<file path="config.mk">
export PLATFORM = sky130hd
export DESIGN_NAME = rxnib_payload_if
export DESIGN_NICKNAME = d
export VERILOG_FILES = /design/src/rtl/rxnib_pkg.sv /design/src/rtl/rxnib_ctrl.sv /design/src/rtl/rxnib_packer.sv /design/src/rtl/rxnib_payload_if.sv
export SDC_FILE = /design/constraint.sdc
export NUM_CORES = 1
export LEC_CHECK = 0
export ABC_CLOCK_PERIOD_IN_PS = 1700
export CORE_MARGIN = 2
export CORE_UTILIZATION = 52
export DETAILED_ROUTE_END_ITERATION = 10
export GPL_ROUTABILITY_DRIVEN = 0
export PLACE_DENSITY = 0.75
export SETUP_SLACK_MARGIN = 0.5
export SLEW_MARGIN = 20
export SYNTH_ARGS = -nofsm -noshare
export SYNTH_HDL_FRONTEND = slang
export SYNTH_SLANG_ARGS = --single-unit
</file>
<file path="constraint.sdc">
create_clock -name clk -period 1.7 [get_ports clk]
set_input_delay 0.34 -clock clk [delete_from_list [all_inputs] [get_ports clk]]
set_output_delay 0.34 -clock clk [all_outputs]
set_load 0.02 [all_outputs]
</file>
<file path="src/rtl/rxnib_pkg.sv">
package rxnib_pkg;

    typedef enum logic [1:0] {
        FMT_DS3  = 2'd0,
        FMT_G832 = 2'd1,
        FMT_G751 = 2'd2
    } fmt_e;

    typedef enum logic [1:0] {
        S_IDLE   = 2'd0,
        S_NIBBLE = 2'd1,
        S_SERIAL = 2'd2
    } rx_state_e;

    // Codes 2 and 3 both select the short E3 format.
    function automatic fmt_e decode_fmt(input logic [1:0] code);
        fmt_e f;
        unique case (code)
            2'd0:    f = FMT_DS3;
            2'd1:    f = FMT_G832;
            default: f = FMT_G751;
        endcase
        return f;
    endfunction

endpackage

</file>
<file path="src/rtl/rxnib_ctrl.sv">
module rxnib_ctrl
    import rxnib_pkg::*;
#(
    parameter int DS3_BITS  = 4760,
    parameter int DS3_BLOCK = 85,
    parameter int G832_BITS = 4296,
    parameter int G751_BITS = 1536
) (
    input  logic       clk,
    input  logic       rst_n,
    input  logic       frame_start,
    input  logic [1:0] fmt_sel,
    input  logic       nib_mode,
    output logic       bit_take,
    output logic       nib_path,
    output logic       restart,
    output logic       frame_last,
    output logic       idle
);

    localparam int MAX_BITS = (DS3_BITS > G832_BITS)
                              ? ((DS3_BITS > G751_BITS) ? DS3_BITS : G751_BITS)
                              : ((G832_BITS > G751_BITS) ? G832_BITS : G751_BITS);
    localparam int POS_W = $clog2(MAX_BITS);
    localparam int BLK_W = $clog2(DS3_BLOCK);

    rx_state_e        state_q, state_d;
    fmt_e             fmt_q, fmt_cur;
    logic [POS_W-1:0] pos_q, cur_pos, pos_d;
    logic [BLK_W-1:0] blk_q, cur_blk, blk_d;
    logic             running, is_last, is_oh;

    function automatic logic [POS_W-1:0] last_pos(input fmt_e f);
        logic [POS_W-1:0] r;
        unique case (f)
            FMT_DS3:  r = POS_W'(DS3_BITS - 1);
            FMT_G832: r = POS_W'(G832_BITS - 1);
            default:  r = POS_W'(G751_BITS - 1);
        endcase
        return r;
    endfunction

    // State register
    always_ff @(posedge clk or negedge rst_n) begin
        if (!rst_n) begin
            state_q <= S_IDLE;
        end else begin
            state_q <= state_d;
        end
    end

    // Next state: every move happens on a frame start
    always_comb begin
        state_d = state_q;
        unique case (state_q)
            S_IDLE: begin
                if (frame_start) state_d = nib_mode ? S_NIBBLE : S_SERIAL;
            end
            S_NIBBLE: begin
                if (frame_start && !nib_mode) state_d = S_SERIAL;
            end
            S_SERIAL: begin
                if (frame_start && nib_mode) state_d = S_NIBBLE;
            end
            default: state_d = S_IDLE;
        endcase
    end

    // Frame position datapath
    always_comb begin
        running = frame_start || (state_q != S_IDLE);
        fmt_cur = frame_start ? decode_fmt(fmt_sel) : fmt_q;
        cur_pos = frame_start ? '0 : pos_q;
        cur_blk = frame_start ? '0 : blk_q;
        is_last = (cur_pos == last_pos(fmt_cur));
        is_oh   = (fmt_cur == FMT_DS3) && (cur_blk == '0);
        pos_d   = is_last ? '0 : cur_pos + POS_W'(1);
        blk_d   = (is_last || cur_blk == BLK_W'(DS3_BLOCK - 1)) ? '0
                                                              : cur_blk + BLK_W'(1);
    end

    // Outputs
    always_comb begin
        bit_take   = running && !is_oh;
        nib_path   = frame_start ? nib_mode : (state_q == S_NIBBLE);
        restart    = frame_start;
        frame_last = running && is_last;
        idle       = (state_q == S_IDLE);
    end

    always_ff @(posedge clk or negedge rst_n) begin
        if (!rst_n) begin
            pos_q <= '0;
            blk_q <= '0;
            fmt_q <= FMT_DS3;
        end else if (running) begin
            pos_q <= pos_d;
            blk_q <= blk_d;
            fmt_q <= fmt_cur;
        end
    end

    AST_POS_IN_FRAME: assert property (@(posedge clk) disable iff (!rst_n)
        (state_q != S_IDLE) |-> (pos_q <= last_pos(fmt_q)));

    AST_BLK_IN_RANGE: assert property (@(posedge clk) disable iff (!rst_n)
        (blk_q < BLK_W'(DS3_BLOCK)));

endmodule

</file>
<file path="src/rtl/rxnib_packer.sv">
module rxnib_packer #(
    parameter int NIB_W = 4
) (
    input  logic             clk,
    input  logic             rst_n,
    input  logic             line_bit,
    input  logic             bit_take,
    input  logic             nib_path,
    input  logic             restart,
    input  logic             frame_last,
    output logic [NIB_W-1:0] nib_data,
    output logic             nib_stb,
    output logic             ser_data,
    output logic             ser_vld,
    output logic             eof
);

    localparam int CNT_W = $clog2(NIB_W);

    logic [CNT_W-1:0] cnt_q, cnt_eff;
    logic [NIB_W-2:0] sh_q;
    logic             full;

    always_comb begin
        cnt_eff = restart ? '0 : cnt_q;
        full    = (cnt_eff == CNT_W'(NIB_W - 1));
    end

    always_ff @(posedge clk or negedge rst_n) begin
        if (!rst_n) begin
            cnt_q    <= '0;
            sh_q     <= '0;
            nib_data <= '0;
            nib_stb  <= 1'b0;
            ser_data <= 1'b0;
            ser_vld  <= 1'b0;
            eof      <= 1'b0;
        end else begin
            nib_stb <= 1'b0;
            ser_vld <= 1'b0;
            eof     <= frame_last;
            if (restart) cnt_q <= '0;
            if (bit_take) begin
                if (nib_path) begin
                    if (full) begin
                        nib_data <= {sh_q, line_bit};
                        nib_stb  <= 1'b1;
                        cnt_q    <= '0;
                    end else begin
                        sh_q  <= {sh_q[NIB_W-3:0], line_bit};
                        cnt_q <= cnt_eff + CNT_W'(1);
                    end
                end else begin
                    ser_data <= line_bit;
                    ser_vld  <= 1'b1;
                end
            end
        end
    end

    // Cycles since the last nibble strobe, for the spacing check
    logic [CNT_W:0] gap_q;
    logic           seen_q;
    always_ff @(posedge clk or negedge rst_n) begin
        if (!rst_n) begin
            gap_q  <= '0;
            seen_q <= 1'b0;
        end else if (nib_stb) begin
            gap_q  <= '0;
            seen_q <= 1'b1;
        end else if (gap_q != '1) begin
            gap_q <= gap_q + 1'b1;
        end
    end

    AST_NIB_PULSE_WIDTH: assert property (@(posedge clk) disable iff (!rst_n)
        nib_stb |=> !nib_stb);

    AST_NIB_HELD: assert property (@(posedge clk) disable iff (!rst_n)
        !nib_stb |-> $stable(nib_data));

    AST_NIB_SPACING: assert property (@(posedge clk) disable iff (!rst_n)
        (nib_stb && seen_q) |-> (gap_q >= (CNT_W+1)'(NIB_W - 1)));

    AST_MODE_EXCLUSIVE: assert property (@(posedge clk) disable iff (!rst_n)
        !(nib_stb && ser_vld));

    AST_EOF_WIDTH: assert property (@(posedge clk) disable iff (!rst_n)
        eof |=> !eof);

endmodule

</file>
<file path="src/rtl/rxnib_payload_if.sv">
module rxnib_payload_if
    import rxnib_pkg::*;
#(
    parameter int DS3_BITS  = 4760,
    parameter int DS3_BLOCK = 85,
    parameter int G832_BITS = 4296,
    parameter int G751_BITS = 1536,
    parameter int NIB_W     = 4
) (
    input  logic             clk,
    input  logic             rst_n,
    input  logic             line_bit,
    input  logic             frame_start,
    input  logic [1:0]       fmt_sel,
    input  logic             nib_mode,
    output logic [NIB_W-1:0] nib_data,
    output logic             nib_stb,
    output logic             ser_data,
    output logic             ser_vld,
    output logic             eof
);

    logic bit_take, nib_path, restart, frame_last, idle;

    rxnib_ctrl #(
        .DS3_BITS (DS3_BITS),
        .DS3_BLOCK(DS3_BLOCK),
        .G832_BITS(G832_BITS),
        .G751_BITS(G751_BITS)
    ) u_ctrl (
        .clk        (clk),
        .rst_n      (rst_n),
        .frame_start(frame_start),
        .fmt_sel    (fmt_sel),
        .nib_mode   (nib_mode),
        .bit_take   (bit_take),
        .nib_path   (nib_path),
        .restart    (restart),
        .frame_last (frame_last),
        .idle       (idle)
    );

    rxnib_packer #(
        .NIB_W(NIB_W)
    ) u_packer (
        .clk       (clk),
        .rst_n     (rst_n),
        .line_bit  (line_bit),
        .bit_take  (bit_take),
        .nib_path  (nib_path),
        .restart   (restart),
        .frame_last(frame_last),
        .nib_data  (nib_data),
        .nib_stb   (nib_stb),
        .ser_data  (ser_data),
        .ser_vld   (ser_vld),
        .eof       (eof)
    );

    AST_IDLE_QUIET: assert property (@(posedge clk) disable iff (!rst_n)
        (idle && !frame_start) |=> (!eof && !nib_stb && !ser_vld));

endmodule

</file>
* Word-level counts from Yosys, hierarchy flattened
Cells that the tools add are included.
** Storage, ports and cells
- Register bits after elaboration :: 37
- Bits in latches :: 0
- Memory bits (writable) :: 0
- Bits in read-only memories :: 0
- Input bits :: 7
- Output and inout bits :: 8
- Memories kept :: 0
** Cells by class
- Add/subtract/negate cells :: 3
- $mul :: 0
- Divide/modulo/power cells :: 0
- Order comparisons :: 0
- Equality and inequality tests :: 10
- Shifts and indexed selects :: 0
- Mux-type cells :: 22
- Bitwise logic cells :: 2
- Reductions and logical operators :: 18
** Operators with widths (count)
- $mux 13 :: 2
- $pmux 13 s2 :: 1
- $mux 2 :: 9
- $mux 7 :: 2
- $add 13x1->13 const B :: 1
- $eq 13x13->1 :: 1
- $reduce_and 3->1 :: 3
- $add 7x1->7 const B :: 1
- $eq 7x7->1 const B :: 1
- $logic_not 7->1 :: 1
- $eq 2x1->1 const B :: 3
- $logic_not 2->1 :: 3
- $mux 1 :: 6
- $pmux 2 s3 :: 1
- $logic_and 1x1->1 :: 5
- $eq 2x2->1 const B :: 2
- $ne 2x1->1 const B :: 2
- $pmux 2 s2 :: 1
- $add 2x1->2 const B :: 1
- $logic_not 1->1 :: 2
- $logic_or 1x1->1 :: 2
- $ne 2x2->1 const B :: 1
- $not 1->1 :: 2
- $reduce_and 2->1 :: 1
- $reduce_bool 2->1 :: 1

* Longest topological paths before layout
Gate-level depths: netlist of the first run.
- Depth in word-level cells :: 8
- Mapped depth :: 11
- Gate-level depth less buffers :: 8

* Modules after synthesis
From an unflattened synthesis of the first run, not the netlist that was laid out.
** Unflattened totals
- Cell total of the unflattened synthesis :: 227
- Area, all modules :: 2104.5 µm²
** By module, submodules not included
- rxnib_ctrl :: instances 1, cells an instance 196, area each 1606.5 µm², seq. area each 600.6 µm²
- rxnib_packer :: instances 1, cells an instance 31, area each 498.0 µm², seq. area each 325.3 µm²

* Worst setup path before layout of the first run
No wires, ideal clock.
- Kind :: input-to-reg
- From :: in frame_start
- To :: reg u_packer.nib_data[0]
- Arrival time :: 1955 ps
- Data required time :: 1575 ps
- Slack :: -380 ps
- Stages on the path :: 11
- Buffers on the path :: 4
- Cell sequence :: buf_6 -> buf_6 -> inv_1 -> buf_2 -> nand2_1 -> ha_1 -> o21ai_1 -> o21ai_2 -> or2_2 -> buf_2 -> mux2_2
** On the way
- Cells in the longest elaborated chain, start to end :: 6
** RTL lines
- start: declaration :: line rxnib_payload_if.sv:13 : input logic frame_start,
- $mux 7 / $mux 2 (equally long branches) :: line rxnib_ctrl.sv:74, rxnib_ctrl.sv:72
- $logic_not 7->1 / $logic_not 2->1 (equally long branches) :: line rxnib_ctrl.sv:76 : is_oh = (fmt_cur == FMT_DS3) && (cur_blk == '0);
- $logic_and 1x1->1 :: line rxnib_ctrl.sv:76
- $logic_not 1->1 :: line rxnib_ctrl.sv:84 : bit_take = running && !is_oh;
- $logic_and 1x1->1 :: line rxnib_ctrl.sv:84
- $reduce_and 3->1 (no line) (*)
- end signal: assignment :: line rxnib_packer.sv:46 : nib_data <= {sh_q, line_bit};
- end: declaration :: line rxnib_packer.sv:11 : output logic [NIB_W-1:0] nib_data,
Mark *: on every way between the ends. The rest lies on a longest branch, timed or not.
A chain may end at the register's enable or synchronous reset.

* Worst setup path after layout of the first run
- From :: reg u_ctrl.pos_q[11]
- To :: reg u_ctrl.pos_q[3]
** On the way
- Cells in the longest elaborated chain, start to end :: 3
** RTL lines
- start: declaration :: line rxnib_ctrl.sv:29 : logic [POS_W-1:0] pos_q, cur_pos, pos_d;
- start signal: assignment :: line rxnib_ctrl.sv:97 : pos_q <= pos_d;
- $mux 13 :: line rxnib_ctrl.sv:73 : cur_pos = frame_start ? '0 : pos_q;
- $eq 13x13->1 :: line rxnib_ctrl.sv:75 : is_last = (cur_pos == last_pos(fmt_cur));
- $mux 13 :: line rxnib_ctrl.sv:77 : pos_d = is_last ? '0 : cur_pos + POS_W'(1);
Every way passes these cells.

==> results of run 1 <==
## cells in the mapped netlist, types with 3 or more instances
master | n | area [um2]
o21ai_0 | 12 | 60.1
o31ai_1 | 4 | 30.0
dfrtp_1 | 37 | 926
nand2_1 | 21 | 78.8
nor4_1 | 6 | 37.5
nor2_1 | 17 | 63.8
nand3b_1 | 3 | 22.5
nor3_1 | 9 | 45.0
buf_2 | 3 | 15.0
nand4_1 | 3 | 18.8
mux2_2 | 9 | 101
nor2b_1 | 3 | 18.8
mux2i_1 | 5 | 50.1
a21oi_1 | 11 | 55.1
nand3_1 | 7 | 35.0
buf_6 | 3 | 33.8
inv_1 | 14 | 52.6
ha_1 | 4 | 50.1
clkbuf_1 | 3 | 11.3
a31oi_1 | 4 | 25.0
## per-stage QoR
step	hold WS (ns)	utilization, %
6_report	0.0626	88.3
5_1_grt	0.0868	88.3
2_1_floorplan	0.0444	-
4_1_cts	0.0899	80.6
3_3_place_gp	0.402	69.1
3_5_place_dp	0.408	69.1
## final timing paths
check / startpoint / endpoint / slack [ns] / cells past startpoint
min reg2reg: u_packer.nib_data[0] / u_packer.nib_data[0] / 0.52 / 1
max: u_ctrl.pos_q[11] / u_ctrl.pos_q[3] / -0.16 / 6
min: rst_n / u_ctrl.pos_q[11] / 0.06 / 2
max in group asynchronous: rst_n / u_ctrl.pos_q[4] / 1.27 / 2
min in group clk: frame_start / u_ctrl.pos_q[11] / 0.45 / 3
max reg2reg: u_ctrl.pos_q[11] / u_ctrl.pos_q[3] / -0.16 / 6
## cell type report
class / count / area share [%]
Multi-Input combinational cell: 148 / 41.1
Sequential cell: 37 / 28.8
Timing Repair Buffer: 86 / 23.1
Clock buffer: 5 / 2.13
Tap cell: 48 / 1.86
Inverter: 14 / 1.62
Clock inverter: 3 / 1.43
## cells in the final DEF (no fill, tap or decap), types with 3 or more instances in the layout
cell,synthesis,layout
mux2_4,0,9
nand3_1,7,3
dfrtp_2,0,4
nor4_4,0,3
a21oi_2,0,4
buf_4,0,52
nor4_1,6,3
nand2_4,0,3
nand3b_1,3,3
nor2_1,17,12
inv_2,0,4
nor2_4,0,4
dfrtp_1,37,33
nand2_1,21,17
nor3_1,9,5
mux2i_1,5,3
inv_1,14,10
nand4_1,3,3
o21ai_2,1,5
o21ai_1,1,7
buf_2,3,6
buf_6,3,22
o31ai_1,4,3
nor3_2,0,4
clkbuf_8,0,5
a21oi_1,11,7
## where the power goes
group / switching (mW) / internal (mW) / total (mW)
registers: 0.125 / 1.01 / 1.13
logic: 0.440 / 0.544 / 0.984
clock network: 0.368 / 0.440 / 0.807
## repair_timing
action,4_1_cts,5_1_grt
pin swaps,21,16
hold endpoints to repair,0,0
gates resized for setup,94,47
cloned,1,0
endpoints found under the setup margin,44,38
setup buffers,12,12
## flip-flops by register name (all words and copies together) (netlist names)
name	cells
u_ctrl.blk_q	7
u_ctrl.fmt_q	2
u_ctrl.pos_q	13
u_ctrl.state_q	2
u_packer.cnt_q	2
u_packer.eof	1
u_packer.nib_data	4
u_packer.nib_stb	1
u_packer.ser_data	1
u_packer.ser_vld	1
u_packer.sh_q	3
## logic make-up after synthesis
kind of cell | count (synthesis) | synth area share (%)
compound gates | 45 | 14.6
xor+xnor | 2 | 0.883
fa+ha+maj | 4 | 2.52
buf+inv | 25 | 6.06
flops | 37 | 46.7
mux | 14 | 7.63
simple gates | 83 | 21.6
## worst max-delay path: cells and delay by family, from the launching register on
kind / cells / cell delay [ns]
buffers and inverters: 1 / 0.14
DFF: 1 / 0.42
AOI/OAI and AO/OA: 2 / 0.30
and+or+nand+nor: 3 / 0.86
## metal layers
metal	vias up	global-route usage [%]	routed length (um)
li1	913	-	-
met1	1049	39.6	2910
met2	178	51.1	3700
met3	52	7.02	633
met4	0	15.6	455
met5	-	0	0
==> results.py, run 1 <==
metrics = {
    "status": {
        "outcome": "complete, but fails checks",
        "violations": "negative setup slack",
    },
    "cells_and_area": {
        "fin_cells": 341,
        "seqCellArea_um2": 931,
        "final_area_mm2": 0.00323,
        "layout.nets": 303,
        "multi_input_area_mm2": 0.00133,
        "drive_gt1_share_pct": 53.9,
        "num_antenna_cells": 0,
        "fillers": 146,
        "syn_to_final_growth_pct": 63.1,
    },
    "yosys": {
        "synth_ff_type": "dfrtp_1",
        "synthArstFlopShare_pct": 100,
        "syn_nets": 221,
        "yosys_warnings": 0,
        "synth_edf_count": 0,
        "synth.yosys.seq_area_share_pct": 46.7,
        "synth-seq-cells": 37,
        "syn-cell-area_mm2": 0.00198,
        "synth.lib_cells_used.distinct": 45,
        "syn_inst": 210,
        "syn_area_per_cell_um2": 9.44,
    },
    "worst_setup_path": {
        "cp_max_fo": 9,
        "cp-start-kind": "flip-flop",
        "critical-path-slowest-cell": "dfrtp_1",
        "slowest_delay_ns": 0.42,
        "path_class": "reg -> reg",
        "crit_path_end_kind": "flip-flop",
        "cp.arrival_ns": 2.03,
        "cp_cell_sequence": "or3b_4 > nor4_4 > o221ai_4 > nand2_4 > buf_4 > o21ai_1",
        "cp.required_ns": 1.87,
    },
    "grt": {
        "overflow": 0,
        "grt_pass1_wl_mm": 10.2,
        "grt_pass1_vias": 2068,
        "antenna_found_initial": 0,
        "grt_max_degree": 38,
        "grt_usage_pct": 31.6,
    },
    "sta": {
        "period_share_pct": 110,
        "min_period_ns": 1.86,
        "finalWorstSetupSlack_ns": -0.162,
        "maxSlewHeadroom_pct": 68.4,
        "rsz0062_at_grt": "yes",
        "skew_ns": 0.0171,
        "slew_violations": 0,
        "tightest_slew_ns": 0.475,
        "clock.fmax_ghz": 0.537,
        "setup_viol": 19,
        "hold_viol_final": 0,
        "fin_tns_setup_ns": -1.50,
    },
    "run": {
        "drv_cap": 0,
    },
    "routing": {
        "via_per_inst": 6.43,
        "drt_iter0_markers": 293,
        "vias": 2192,
        "wl_per_cell_um": 22.6,
        "drt_pass1_iterations": 5,
        "ant_nets": 0,
        "drt-total-wl_mm": 7.70,
        "drc": 0,
    },
    "cts": {
        "cts_buffers": 5,
        "clockBufferDepth": 2,
        "cts_htree_levels": 2,
        "cts.sinks": 37,
        "path_clk_slew_ns": 0.09,
        "cts_tree": "built",
        "clockRootBuffer": "clkbuf_8",
        "cts_hold_buf": 0,
        "worstSkewPairLatency_ns": 0.31,
    },
    "hold_path": {
        "hold_class": "in -> async",
    },
    "floorplanning": {
        "core_area_mm2": 0.00366,
        "fp.dieH_um": 65.8,
        "initial_core_util_pct": 54.2,
        "dieArea_mm2": 0.00432,
        "ios": 15,
        "chipWidth_um": 65.8,
        "rows": 22,
    },
    "placed_design": {
        "placed_area_mm2": 0.00253,
        "dp_slack_ns": -0.812,
        "io_buffer_count": 14,
        "dp_cells": 308,
        "hpwl_mm": 3.58,
    },
    "power": {
        "p_leak_nw": 1.50,
        "powerDensity_mw_per_mm2": 904,
        "ir_worst_vdd_uv": 761,
        "design_power_total_mw": 2.93,
    },
}
(Power assumes the default switching activity.)
==> run 2, diff against run 1 <==
--- a/config.mk
+++ b/config.mk
@@ -10,6 +10,7 @@
 export CORE_UTILIZATION = 52
 export DETAILED_ROUTE_END_ITERATION = 10
 export GPL_ROUTABILITY_DRIVEN = 0
+export HOLD_SLACK_MARGIN = 0.02
 export PLACE_DENSITY = 0.75
 export SETUP_SLACK_MARGIN = 0.5
 export SLEW_MARGIN = 20
==> results of run 2 <==
Same layout as run 1: the final DEF is identical, and so are final timing and power.
